--- config.mk ---
export PLATFORM = sky130hd
export DESIGN_NAME = irq_router
export DESIGN_NICKNAME = d
export VERILOG_FILES = /design/src/rtl/irq_router_pkg.sv /design/src/rtl/irq_regfile.sv /design/src/rtl/irq_pending.sv /design/src/rtl/irq_core_sel.sv /design/src/rtl/irq_router.sv
export SDC_FILE = /design/constraint.sdc
export NUM_CORES = 1
export LEC_CHECK = 0
export ABC_AREA = 1
export CAP_MARGIN = 20
export CORE_MARGIN = 2
export CORE_UTILIZATION = 56
export CTS_BUF_LIST = sky130_fd_sc_hd__clkbuf_4 sky130_fd_sc_hd__clkbuf_8
export CTS_CLUSTER_DIAMETER = 100
export DETAILED_ROUTE_END_ITERATION = 6
export DONT_BUFFER_PORTS = 1
export PLACE_DENSITY = 0.71
export SETUP_SLACK_MARGIN = 0.4
export SLEW_MARGIN = 20
export SYNTH_ARGS = -nofsm -noshare
export SYNTH_HDL_FRONTEND = slang
export SYNTH_SLANG_ARGS = --single-unit
--- constraint.sdc ---
create_clock -name clk -period 1.97 [get_ports clk]
set_input_delay 0.0985 -clock clk [delete_from_list [all_inputs] [get_ports clk]]
set_output_delay 0.0985 -clock clk [all_outputs]
set_load 0.05 [all_outputs]
--- src/rtl/irq_router_pkg.sv ---
package irq_router_pkg;

    typedef enum logic [1:0] {
        BUS_IDLE   = 2'd0,
        BUS_RD_ACK = 2'd1,
        BUS_WR_ACK = 2'd2
    } bus_state_e;

    // 64-byte regions in the low kilobyte, selected by addr[11:6]
    localparam logic [5:0] RG_CTRL = 6'h00;
    localparam logic [5:0] RG_PEND = 6'h01;
    localparam logic [5:0] RG_MASK = 6'h02;
    localparam logic [5:0] RG_SETM = 6'h03;
    localparam logic [5:0] RG_CLRM = 6'h04;
    localparam logic [5:0] RG_POL  = 6'h05;
    localparam logic [5:0] RG_TRIG = 6'h06;

    // per-source map tables selected by addr[11:10]
    localparam logic [1:0] TB_PIN  = 2'b01;
    localparam logic [1:0] TB_CORE = 2'b10;

    localparam logic [11:0] ADDR_CFG   = 12'h000;
    localparam logic [11:0] ADDR_SWTRG = 12'h004;

    localparam int SWTRG_RAISE = 31;
    localparam int MAP_PIN_EN  = 31;
    localparam int MAP_NMI     = 30;
    localparam int PAD_BITS    = 512;

endpackage

--- src/rtl/irq_regfile.sv ---
module irq_regfile
    import irq_router_pkg::*;
#(
    parameter int NUM_SRC  = 16,
    parameter int NUM_CORE = 2,
    parameter int PIN_W    = 3
) (
    input  logic                               clk,
    input  logic                               rst_n,
    input  logic                               req,
    input  logic                               we,
    input  logic [11:0]                        addr,
    input  logic [31:0]                        wdata,
    output logic                               ack,
    output logic [31:0]                        rdata,
    input  logic [NUM_SRC-1:0]                 pend_i,
    output logic [NUM_SRC-1:0]                 pol_o,
    output logic [NUM_SRC-1:0]                 trig_o,
    output logic [NUM_SRC-1:0]                 mask_o,
    output logic [NUM_SRC-1:0]                 pin_en_o,
    output logic [NUM_SRC-1:0]                 nmi_o,
    output logic [NUM_SRC-1:0][PIN_W-1:0]      pin_o,
    output logic [NUM_SRC-1:0][NUM_CORE-1:0]   core_o,
    output logic [NUM_SRC-1:0]                 swset_o,
    output logic [NUM_SRC-1:0]                 swclr_o,
    output logic [NUM_SRC-1:0]                 w1c_o
);

    localparam int SIDX_W = $clog2(NUM_SRC);
    localparam logic [7:0] SRC_FIELD  = 8'(NUM_SRC / 8 - 1);
    localparam logic [7:0] CORE_FIELD = 8'(NUM_CORE - 1);

    bus_state_e state_q, state_d;
    logic [31:0] rdata_q;
    logic [31:0] rd_mux;
    logic        accept, wr, rd;
    logic [5:0]  region;
    logic [1:0]  table_sel;
    logic [8:0]  word_base;
    logic        map_in_range;
    logic [SIDX_W-1:0] sidx;
    logic [PAD_BITS-1:0] pend_pad, mask_pad, pol_pad, trig_pad;

    assign accept       = (state_q == BUS_IDLE) && req;
    assign wr           = accept && we;
    assign rd           = accept && !we;
    assign region       = addr[11:6];
    assign table_sel    = addr[11:10];
    assign word_base    = {addr[5:2], 5'd0};
    assign map_in_range = (int'(addr[9:2]) < NUM_SRC);
    assign sidx         = addr[2 +: SIDX_W];

    assign pend_pad = PAD_BITS'(pend_i);
    assign mask_pad = PAD_BITS'(mask_o);
    assign pol_pad  = PAD_BITS'(pol_o);
    assign trig_pad = PAD_BITS'(trig_o);

    // state register
    always_ff @(posedge clk) begin
        if (!rst_n) state_q <= BUS_IDLE;
        else        state_q <= state_d;
    end

    // next state: accept-read, accept-write, complete
    always_comb begin
        state_d = state_q;
        unique case (state_q)
            BUS_IDLE:   if (req) state_d = we ? BUS_WR_ACK : BUS_RD_ACK;
            BUS_RD_ACK: state_d = BUS_IDLE;
            BUS_WR_ACK: state_d = BUS_IDLE;
            default:    state_d = BUS_IDLE;
        endcase
    end

    // outputs of the port machine
    always_comb begin
        ack = 1'b0;
        unique case (state_q)
            BUS_IDLE:   ack = 1'b0;
            BUS_RD_ACK: ack = 1'b1;
            BUS_WR_ACK: ack = 1'b1;
            default:    ack = 1'b0;
        endcase
    end
    assign rdata = rdata_q;

    // read selection
    always_comb begin
        rd_mux = '0;
        if (table_sel == TB_PIN) begin
            if (map_in_range) begin
                rd_mux[MAP_PIN_EN]  = pin_en_o[sidx];
                rd_mux[MAP_NMI]     = nmi_o[sidx];
                rd_mux[PIN_W-1:0]   = pin_o[sidx];
            end
        end else if (table_sel == TB_CORE) begin
            if (map_in_range) rd_mux[NUM_CORE-1:0] = core_o[sidx];
        end else begin
            unique case (region)
                RG_PEND: rd_mux = pend_pad[word_base +: 32];
                RG_MASK: rd_mux = mask_pad[word_base +: 32];
                RG_POL:  rd_mux = pol_pad[word_base +: 32];
                RG_TRIG: rd_mux = trig_pad[word_base +: 32];
                RG_CTRL: if (addr == ADDR_CFG) rd_mux = {8'h00, SRC_FIELD, 8'h00, CORE_FIELD};
                default: rd_mux = '0;
            endcase
        end
    end

    always_ff @(posedge clk) begin
        if (!rst_n)  rdata_q <= '0;
        else if (rd) rdata_q <= rd_mux;
        else if (wr) rdata_q <= '0;
    end

    // per-source configuration storage
    for (genvar s = 0; s < NUM_SRC; s++) begin : g_src
        localparam int         BIT = s % 32;
        localparam logic [3:0] WRD = 4'(s / 32);
        localparam logic [7:0] SID = 8'(s);

        logic r_pol, r_trig, r_mask, r_pin_en, r_nmi;
        logic [PIN_W-1:0]    r_pin;
        logic [NUM_CORE-1:0] r_core;
        logic hit_word, hit_map, sw_hit;

        assign hit_word = (table_sel == 2'b00) && (addr[5:2] == WRD);
        assign hit_map  = (addr[9:2] == SID);
        assign sw_hit   = wr && (addr == ADDR_SWTRG) && (wdata[7:0] == SID);

        always_ff @(posedge clk) begin
            if (!rst_n) begin
                r_pol    <= 1'b1;
                r_trig   <= 1'b0;
                r_mask   <= 1'b0;
                r_pin_en <= 1'b0;
                r_nmi    <= 1'b0;
                r_pin    <= '0;
                r_core   <= '0;
            end else if (wr) begin
                if (hit_word && region == RG_POL)  r_pol  <= wdata[BIT];
                if (hit_word && region == RG_TRIG) r_trig <= wdata[BIT];
                if (hit_word && region == RG_SETM && wdata[BIT]) r_mask <= 1'b1;
                if (hit_word && region == RG_CLRM && wdata[BIT]) r_mask <= 1'b0;
                if (table_sel == TB_PIN && hit_map) begin
                    r_pin_en <= wdata[MAP_PIN_EN];
                    r_nmi    <= wdata[MAP_NMI];
                    r_pin    <= wdata[PIN_W-1:0];
                end
                if (table_sel == TB_CORE && hit_map) r_core <= wdata[NUM_CORE-1:0];
            end
        end

        assign pol_o[s]    = r_pol;
        assign trig_o[s]   = r_trig;
        assign mask_o[s]   = r_mask;
        assign pin_en_o[s] = r_pin_en;
        assign nmi_o[s]    = r_nmi;
        assign pin_o[s]    = r_pin;
        assign core_o[s]   = r_core;
        assign swset_o[s]  = sw_hit && wdata[SWTRG_RAISE];
        assign swclr_o[s]  = sw_hit && !wdata[SWTRG_RAISE];
        assign w1c_o[s]    = wr && hit_word && region == RG_PEND && wdata[BIT];
    end

    // acknowledge is a single-cycle pulse
    p_ack_pulse_r11: assert property (@(posedge clk) disable iff (!rst_n)
        ack |=> !ack);

    // an accepted request is acknowledged on the next cycle
    p_req_ack_r11: assert property (@(posedge clk) disable iff (!rst_n)
        (state_q == BUS_IDLE && req) |=> ack);

endmodule

--- src/rtl/irq_pending.sv ---
module irq_pending #(
    parameter int NUM_SRC = 16
) (
    input  logic               clk,
    input  logic               rst_n,
    input  logic [NUM_SRC-1:0] irq_in,
    input  logic [NUM_SRC-1:0] pol,
    input  logic [NUM_SRC-1:0] trig,
    input  logic [NUM_SRC-1:0] swset,
    input  logic [NUM_SRC-1:0] swclr,
    input  logic [NUM_SRC-1:0] w1c,
    output logic [NUM_SRC-1:0] pend_o
);

    for (genvar s = 0; s < NUM_SRC; s++) begin : g_pend
        logic act_now, act_q, sw_q, edge_q;

        assign act_now = pol[s] ? irq_in[s] : !irq_in[s];

        always_ff @(posedge clk) begin
            if (!rst_n) begin
                act_q  <= 1'b0;
                sw_q   <= 1'b0;
                edge_q <= 1'b0;
            end else begin
                act_q <= act_now;
                if (swset[s])      sw_q <= 1'b1;
                else if (swclr[s]) sw_q <= 1'b0;
                if (!trig[s])                          edge_q <= 1'b0;
                else if (swset[s] || (act_now && !act_q)) edge_q <= 1'b1;
                else if (swclr[s] || w1c[s])           edge_q <= 1'b0;
            end
        end

        assign pend_o[s] = trig[s] ? edge_q : (act_q || sw_q);

        // a software raise is pending on the next cycle
        p_swset_pend_r3: assert property (@(posedge clk) disable iff (!rst_n)
            swset[s] |=> pend_o[s]);

        // a latched edge survives until an explicit clear
        p_edge_hold_r5: assert property (@(posedge clk) disable iff (!rst_n)
            (trig[s] && edge_q && !swclr[s] && !w1c[s]) |=> edge_q);
    end

endmodule

--- src/rtl/irq_core_sel.sv ---
module irq_core_sel #(
    parameter int NUM_SRC  = 16,
    parameter int NUM_CORE = 2,
    parameter int NUM_PIN  = 8,
    parameter int PIN_W    = 3,
    parameter int CODE_W   = 4,
    parameter int CORE_ID  = 0,
    parameter bit EIC_EN   = 1'b1
) (
    input  logic                             clk,
    input  logic                             rst_n,
    input  logic [NUM_SRC-1:0]               pend,
    input  logic [NUM_SRC-1:0]               mask,
    input  logic [NUM_SRC-1:0]               pin_en,
    input  logic [NUM_SRC-1:0]               nmi_f,
    input  logic [NUM_SRC-1:0][PIN_W-1:0]    pin,
    input  logic [NUM_SRC-1:0][NUM_CORE-1:0] core_map,
    output logic [NUM_PIN-1:0]               pins_o,
    output logic                             nmi_o,
    output logic [CODE_W-1:0]                code_o
);

    logic [NUM_SRC-1:0] vis;

    for (genvar s = 0; s < NUM_SRC; s++) begin : g_vis
        assign vis[s] = pend[s] && mask[s] && core_map[s][CORE_ID];
    end

    always_comb begin
        pins_o = '0;
        nmi_o  = 1'b0;
        for (int s = 0; s < NUM_SRC; s++) begin
            if (vis[s]) begin
                if (nmi_f[s])       nmi_o = 1'b1;
                else if (pin_en[s]) pins_o[pin[s]] = 1'b1;
            end
        end
    end

    if (EIC_EN) begin : g_eic
        logic [PIN_W-1:0] code_pin;

        always_comb begin
            code_o = '0;
            for (int s = NUM_SRC - 1; s >= 0; s--) begin
                if (vis[s] && !nmi_f[s] && pin_en[s])
                    code_o = CODE_W'(pin[s]) + CODE_W'(1);
            end
        end

        assign code_pin = PIN_W'(code_o - CODE_W'(1));

        // a nonzero code always names a pin that is driven
        p_code_pin_r10: assert property (@(posedge clk) disable iff (!rst_n)
            (code_o != '0) |-> pins_o[code_pin]);
    end else begin : g_no_eic
        assign code_o = '0;
    end

    // no pin is driven without a visible source for this core
    p_pins_vis_r7: assert property (@(posedge clk) disable iff (!rst_n)
        (|pins_o) |-> (|(pend & mask)));

    // the NMI output needs a pending, unmasked source
    p_nmi_vis_r9: assert property (@(posedge clk) disable iff (!rst_n)
        nmi_o |-> (|(pend & mask)));

endmodule

--- src/rtl/irq_router.sv ---
module irq_router
    import irq_router_pkg::*;
#(
    parameter int NUM_SRC  = 16,
    parameter int NUM_CORE = 2,
    parameter int NUM_PIN  = 8,
    parameter bit EIC_EN   = 1'b1,
    localparam int PIN_W   = $clog2(NUM_PIN),
    localparam int CODE_W  = $clog2(NUM_PIN + 1)
) (
    input  logic                         clk,
    input  logic                         rst_n,
    input  logic [NUM_SRC-1:0]           irq_in,
    input  logic                         req,
    input  logic                         we,
    input  logic [11:0]                  addr,
    input  logic [31:0]                  wdata,
    output logic                         ack,
    output logic [31:0]                  rdata,
    output logic [NUM_CORE*NUM_PIN-1:0]  irq_pin,
    output logic [NUM_CORE-1:0]          nmi,
    output logic [NUM_CORE*CODE_W-1:0]   eic_code
);

    logic [NUM_SRC-1:0] pend, pol, trig, mask, pin_en, nmi_f;
    logic [NUM_SRC-1:0] swset, swclr, w1c;
    logic [NUM_SRC-1:0][PIN_W-1:0]    pin;
    logic [NUM_SRC-1:0][NUM_CORE-1:0] core_map;

    irq_regfile #(
        .NUM_SRC (NUM_SRC),
        .NUM_CORE(NUM_CORE),
        .PIN_W   (PIN_W)
    ) u_regs (
        .clk     (clk),
        .rst_n   (rst_n),
        .req     (req),
        .we      (we),
        .addr    (addr),
        .wdata   (wdata),
        .ack     (ack),
        .rdata   (rdata),
        .pend_i  (pend),
        .pol_o   (pol),
        .trig_o  (trig),
        .mask_o  (mask),
        .pin_en_o(pin_en),
        .nmi_o   (nmi_f),
        .pin_o   (pin),
        .core_o  (core_map),
        .swset_o (swset),
        .swclr_o (swclr),
        .w1c_o   (w1c)
    );

    irq_pending #(
        .NUM_SRC(NUM_SRC)
    ) u_pend (
        .clk   (clk),
        .rst_n (rst_n),
        .irq_in(irq_in),
        .pol   (pol),
        .trig  (trig),
        .swset (swset),
        .swclr (swclr),
        .w1c   (w1c),
        .pend_o(pend)
    );

    for (genvar c = 0; c < NUM_CORE; c++) begin : g_core
        irq_core_sel #(
            .NUM_SRC (NUM_SRC),
            .NUM_CORE(NUM_CORE),
            .NUM_PIN (NUM_PIN),
            .PIN_W   (PIN_W),
            .CODE_W  (CODE_W),
            .CORE_ID (c),
            .EIC_EN  (EIC_EN)
        ) u_sel (
            .clk     (clk),
            .rst_n   (rst_n),
            .pend    (pend),
            .mask    (mask),
            .pin_en  (pin_en),
            .nmi_f   (nmi_f),
            .pin     (pin),
            .core_map(core_map),
            .pins_o  (irq_pin[c*NUM_PIN +: NUM_PIN]),
            .nmi_o   (nmi[c]),
            .code_o  (eic_code[c*CODE_W +: CODE_W])
        );
    end

endmodule

==> qor.csv, run 1 <==
stage,metric,value,unit
clocking,clk_path_buf_depth,3,
synth,synth_seq_area_share,30.1,%
clocking,cts_buffers,36,
status,error_line,[ERROR GRT-0116] Global routing finished with congestion. Check the congestion regions in the DRC Viewer.,
synth,synth_cell_types,57,
grt,grt_max_degree,153,
placed_design,io_buffers,0,
status,haltStage,global routing,
status,status,stopped before the end,
grt,grt_pass1_vias,29500,
synth,synth_ff_type,dfxtp_1,
clocking,h-tree-depth,2,
die,chipHeight,169,um
clocking,cts_sinks,229,
grt,grt_pass1_wl,192,mm
die,start_util,56.8,%
synth,syn_area,0.0152,mm^2
grt,grt_usage,86.1,%
synth,syn_inst,2433,
synth,avgSynthCellArea,6.26,um^2
synth,synth_edf_count,0,
placed_design,gp_congestion,1.14,
synth,synth-async-reset-ratio,0,%
synth,yosysWarningCount,0,
die,io_pins,123,
synth,ys_seq_elements,229,
die,rows,60,
grt,grt_overflow_total,262,
clocking,cts_root_buffer,clkbuf_8,
die,die_w,169,um
placed_design,dpl.hpwl,55.3,mm
-- per-stage QoR --
step | worst slack (ps) | hold WS, ps | std cells | utilization, % | cell area, um^2
2_1_floorplan | -88.8 | 208 | 2445 | - | 15900
3_3_place_gp | -562 | 208 | 3172 | 73.2 | 19600
3_5_place_dp | -599 | 215 | 3172 | 73.2 | 19600
4_1_cts | -1100 | -343 | 3398 | 88.8 | 23800
-- cell usage after synthesis (10+ instances only) --
| cell | number | share of area [%] |
|---|---|---|
| o22ai_1 | 86 | 3.5 |
| nor2_4 | 10 | 0.74 |
| o2111ai_1 | 13 | 0.75 |
| nor2_2 | 25 | 1.0 |
| o211ai_1 | 21 | 1.0 |
| clkbuf_1 | 58 | 1.4 |
| o21ai_0 | 244 | 8.0 |
| buf_4 | 16 | 0.79 |
| nor2_1 | 272 | 6.7 |
| a211oi_1 | 12 | 0.59 |
| nand3_1 | 56 | 1.8 |
| nand2_1 | 483 | 12 |
| a21oi_1 | 178 | 5.9 |
| nor3_1 | 63 | 2.1 |
| a31oi_1 | 28 | 1.2 |
| dfxtp_1 | 229 | 30 |
| a221oi_1 | 14 | 0.81 |
| nand2_2 | 16 | 0.66 |
| xor2_1 | 32 | 1.8 |
| nand4_1 | 23 | 0.95 |
| nor4_1 | 10 | 0.41 |
| a311oi_1 | 19 | 1.1 |
| o21ai_1 | 14 | 0.46 |
| ha_1 | 17 | 1.4 |
| inv_2 | 25 | 0.62 |
| inv_1 | 378 | 9.3 |
-- layer usage --
layer  GRT overflow  global-route usage [%]
met2            155                    99.0
met4             94                    90.2
met5              1                    40.3
met3             10                    73.4
met1              2                    85.6
-- logic make-up after synthesis --
kind of cell	Yosys count	share of synthesized area, %
fa+ha+maj	17	1.40
flops	229	30.1
xor+xnor	32	1.84
buf+inv	494	12.6
simple gates	986	28.2
compound gates	674	25.8
other cells	1	0.0246
-- repair_timing --
action                                  in CTS
setup buffers                              100
pin swaps                                  167
hold buffers                                45
hold endpoints to repair                   217
endpoints found under the setup margin     235
resized for setup                          539
gates cloned                                19
==> run 2, diff against run 1 <==
- CORE_UTILIZATION: 56 -> 40
- CTS_BUF_LIST: sky130_fd_sc_hd__clkbuf_4 sky130_fd_sc_hd__clkbuf_8 -> unset
- CTS_CLUSTER_DIAMETER: 100 -> unset
- PLACE_DENSITY: 0.71 -> unset
- PLACE_DENSITY_LB_ADDON: unset -> 0.15
- SETUP_SLACK_MARGIN: 0.4 -> unset
- clock period: 1.97 -> 2.56 ns (I/O delays scaled with it)
==> run 2 against run 1 <==
  * The flow now finishes, with violations (negative setup slack)
  * Area after synthesis unchanged
  * Synthesized cell count unchanged
==> qor.csv, run 2 <==
stage,metric,value,unit,change
status,status,"complete, but fails checks",,was stopped before the end
status,violations,negative setup slack,,
drt,drtAntennaViolNets,0,,
clocking,cts_root_buffer,clkbuf_16,,was clkbuf_8
clocking,tritoncts,done,,
clocking,clk_pin_slew_worst_paths,60,ps,
die,io_pins,123,,unchanged
synth,syn_inst,2433,,unchanged
synth,avgSynthCellArea,6.26,um^2,unchanged
drt,routed_wl,78.0,mm,
worst_setup_path,crit_chain,"inv_2, nand2_4, nand3_4, nor3_4, nand2_4, buf_4, buf_4, nor2_2, nand3b_1, nand3_1, nand2_1, nand2_1, nand2_1, nand2_2, nand2_2, nand2_2, nand2_1, nand2_1, nand2_1, nand2_1, nand2_1, nand2_2, buf_12",,
timing,setup_tns,-8800,ps,
worst_setup_path,path_class,reg -> out,,
drt,avgRoutedWirePerCell,23.2,um,
worst_setup_path,cpMostUsedCell,nand2_1,,
worst_setup_path,crit_fanout,5,,
worst_setup_path,slowest_stage,dfxtp_4,,
power_and_ir_drop,power_density,366,mW/mm^2,
grt,grt_pass1_vias,18400,,
synth,syn_area,0.0152,mm^2,unchanged
grt,antenna_found_initial,0,,
timing,setup_viol,26,,
synth,ys_seq_elements,229,,unchanged
synth,synth_common_cells,"483 x nand2_1, 378 x inv_1, 272 x nor2_1",,unchanged
synth,synth_cell_types,57,,unchanged
synth,synth_ff_type,dfxtp_1,,unchanged
worst_setup_path,required,2430,ps,
run,max_cap_viol_count,0,,
layout,antenna_cells,0,,
synth,synth_edf_count,0,,unchanged
layout,drive_above_1_share,31.3,%,
synth,yosysTopAreaCell,dfxtp_1,,unchanged
grt,grt_usage,38.9,%,
layout,fin_util,59.0,%,
placed_design,post_dp_cell_area,0.0183,mm^2,was 0.0196 mm^2
clocking,cts_buffers,25,,was 36
clocking,clk_latency,540,ps,
synth,synth_most_common_cell,nand2_1,,unchanged
synth,synth_area_leaders,"dfxtp_1 30%, nand2_1 12%, inv_1 9.3%, o21ai_0 8.0%, nor2_1 6.7%",,unchanged
layout,final_cells,3371,,
power_and_ir_drop,p_total,0.00810,W,
die,fp.coreArea,0.0376,mm^2,
timing,relSlewSlack,44.8,%,
layout,layout_commonest_cell,nand2_1,,
drt,avgViaCountPerCell,5.68,,
power_and_ir_drop,leakagePower,9.26,nW,
synth,synth_seq_area_share,30.1,%,unchanged
timing,clock_skew,6.62,ps,
worst_setup_path,crit_path_start_kind,flip-flop,,
die,rows,71,,was 60
placed_design,io_buffers,0,,unchanged
synth,netlist.area_leader.share,30.1,%,unchanged
worst_setup_path,critPathBufInv,4,,
drt,drtIter0Drc,1664,,
worst_setup_path,arrival,3070,ps,
layout,largest_reg_flops,48,,
drt,vias,19100,,
drt,firstDrtPassIters,6,,
placed_design,gp_congestion,1.06,,was 1.14
die,start_util,40.5,%,was 56.8%
clocking,cts_sinks,229,,unchanged
layout,regMostFlops,u_regs.g_src.r_pin,,
clocking,clk_path_buf_depth,3,,unchanged
layout,fillCellCount,3647,,
die,die_w,199,um,was 169 um
timing,fin_ws,-640,ps,
worst_setup_path,crit_family,simple AND/OR/NAND/NOR gates,,
timing,rsz0062_at_grt,true,,
timing,finalHoldViolations,0,,
synth,synth-async-reset-ratio,0,%,unchanged
grt,grt_overflow_total,0,,
worst_setup_path,slowest_delay,370,ps,
die,die-area,0.0396,mm^2,
power_and_ir_drop,irDropWorstVdd,0.000601,V,
timing,slew_violations,0,,
placed_design,dpl.hpwl,60.4,mm,was 55.3 mm
placed_design,dp_cells,3203,,was 3172
timing,tightestPinTransition,826,ps,
layout,area_growth,45.6,%,
layout,layout_common_cells,"397 x nand2_1, 349 x buf_4, 336 x inv_1, 225 x o21ai_0, 214 x nor2_1",,
timing,timing.final.crit_share,125,%,
clocking,h-tree-depth,1,,was 2
grt,grt_max_degree,152,,
min_path,hold_path.class,in -> reg,,
die,chipHeight,199,um,was 169 um
synth,yosysWarningCount,0,,unchanged
timing,fmax,313,MHz,
grt,grt_pass1_wl,114,mm,
drt,drc_errors,0,,
worst_setup_path,endpoint_kind,output pin,,
layout,stdcell_area,0.0222,mm^2,
timing,min_period,3200,ps,
layout,layout.nets,2923,,
==> run 2: cells by family (layout without fill, tap and decap cells) <==
family	after synthesis	after routing	synth area share, %
AO/OA/AOI/OAI	674	674	25.8
AND/OR/NAND/NOR	986	986	28.2
XOR/XNOR	32	32	1.84
adder cells (fa/ha/maj)	17	17	1.40
other	1	13	0.0246
buffers and inverters	494	909	12.6
flip-flops	229	229	30.1
==> run 2: cell type report <==
cell class	instances	area [um^2]	share of cell area (%)
well taps	511	639	2.89
repair buffers	458	3990	18.0
multi-input cells	1722	10500	47.3
clock buffers	31	688	3.11
flip-flops and latches	229	4620	20.8
inverters	406	1550	7.00
clock inverters	14	184	0.830
==> run 2: metrics by stage <==
stage	setup slack (ps)	hold WS (ps)
after global placement	-161	238
after CTS	-647	14.9
after floorplan	66.8	237
after detailed placement	-229	241
final	-640	9.18
after global routing	-780	67.2
==> run 2: path summary, 6_finish.rpt <==
check / endpoint / depth (start not counted) / start / slack [ps]
worst min register to register: u_pend.g_pend[12].sw_q / 2 / u_pend.g_pend[12].sw_q / 460
worst max register to register: u_regs.rdata[9] / 16 / u_pend.g_pend[9].act_q / 140
worst min-delay path: u_regs.g_src[1].r_pol / 2 / rst_n / 9
worst max-delay path: eic_code[4] / 23 / u_regs.g_src[13].r_trig / -640
==> run 2: routing by layer <==
| metal | part of all wire, % | global-route usage [%] | up-vias |
|---|---|---|---|
| li1 | - | - | 8953 |
| met1 | 40 | 48.5 | 8969 |
| met2 | 46 | 64.6 | 976 |
| met3 | 7.5 | 4.91 | 251 |
| met4 | 6.9 | 22.2 | 0 |
| met5 | 0 | 0 | - |
==> run 2: power breakdown <==
part / switching, W / internal (W) / leakage, nW / total (W)
registers: 0.0000137 / 0.00358 / 1.86 / 0.00359
clock network: 0.00158 / 0.00231 / 0.432 / 0.00389
logic: 0.000435 / 0.000183 / 6.97 / 0.000618
==> run 2: repair_timing <==
item                                    CTS  global route
endpoints found under the hold margin   216             0
gates resized for setup                 274           265
endpoints found under the setup margin   26            33
pin swaps                                70           130
hold buffers                             40             0
setup buffers                            57            47
No activity file was read; power rests on OpenSTA's default activity.
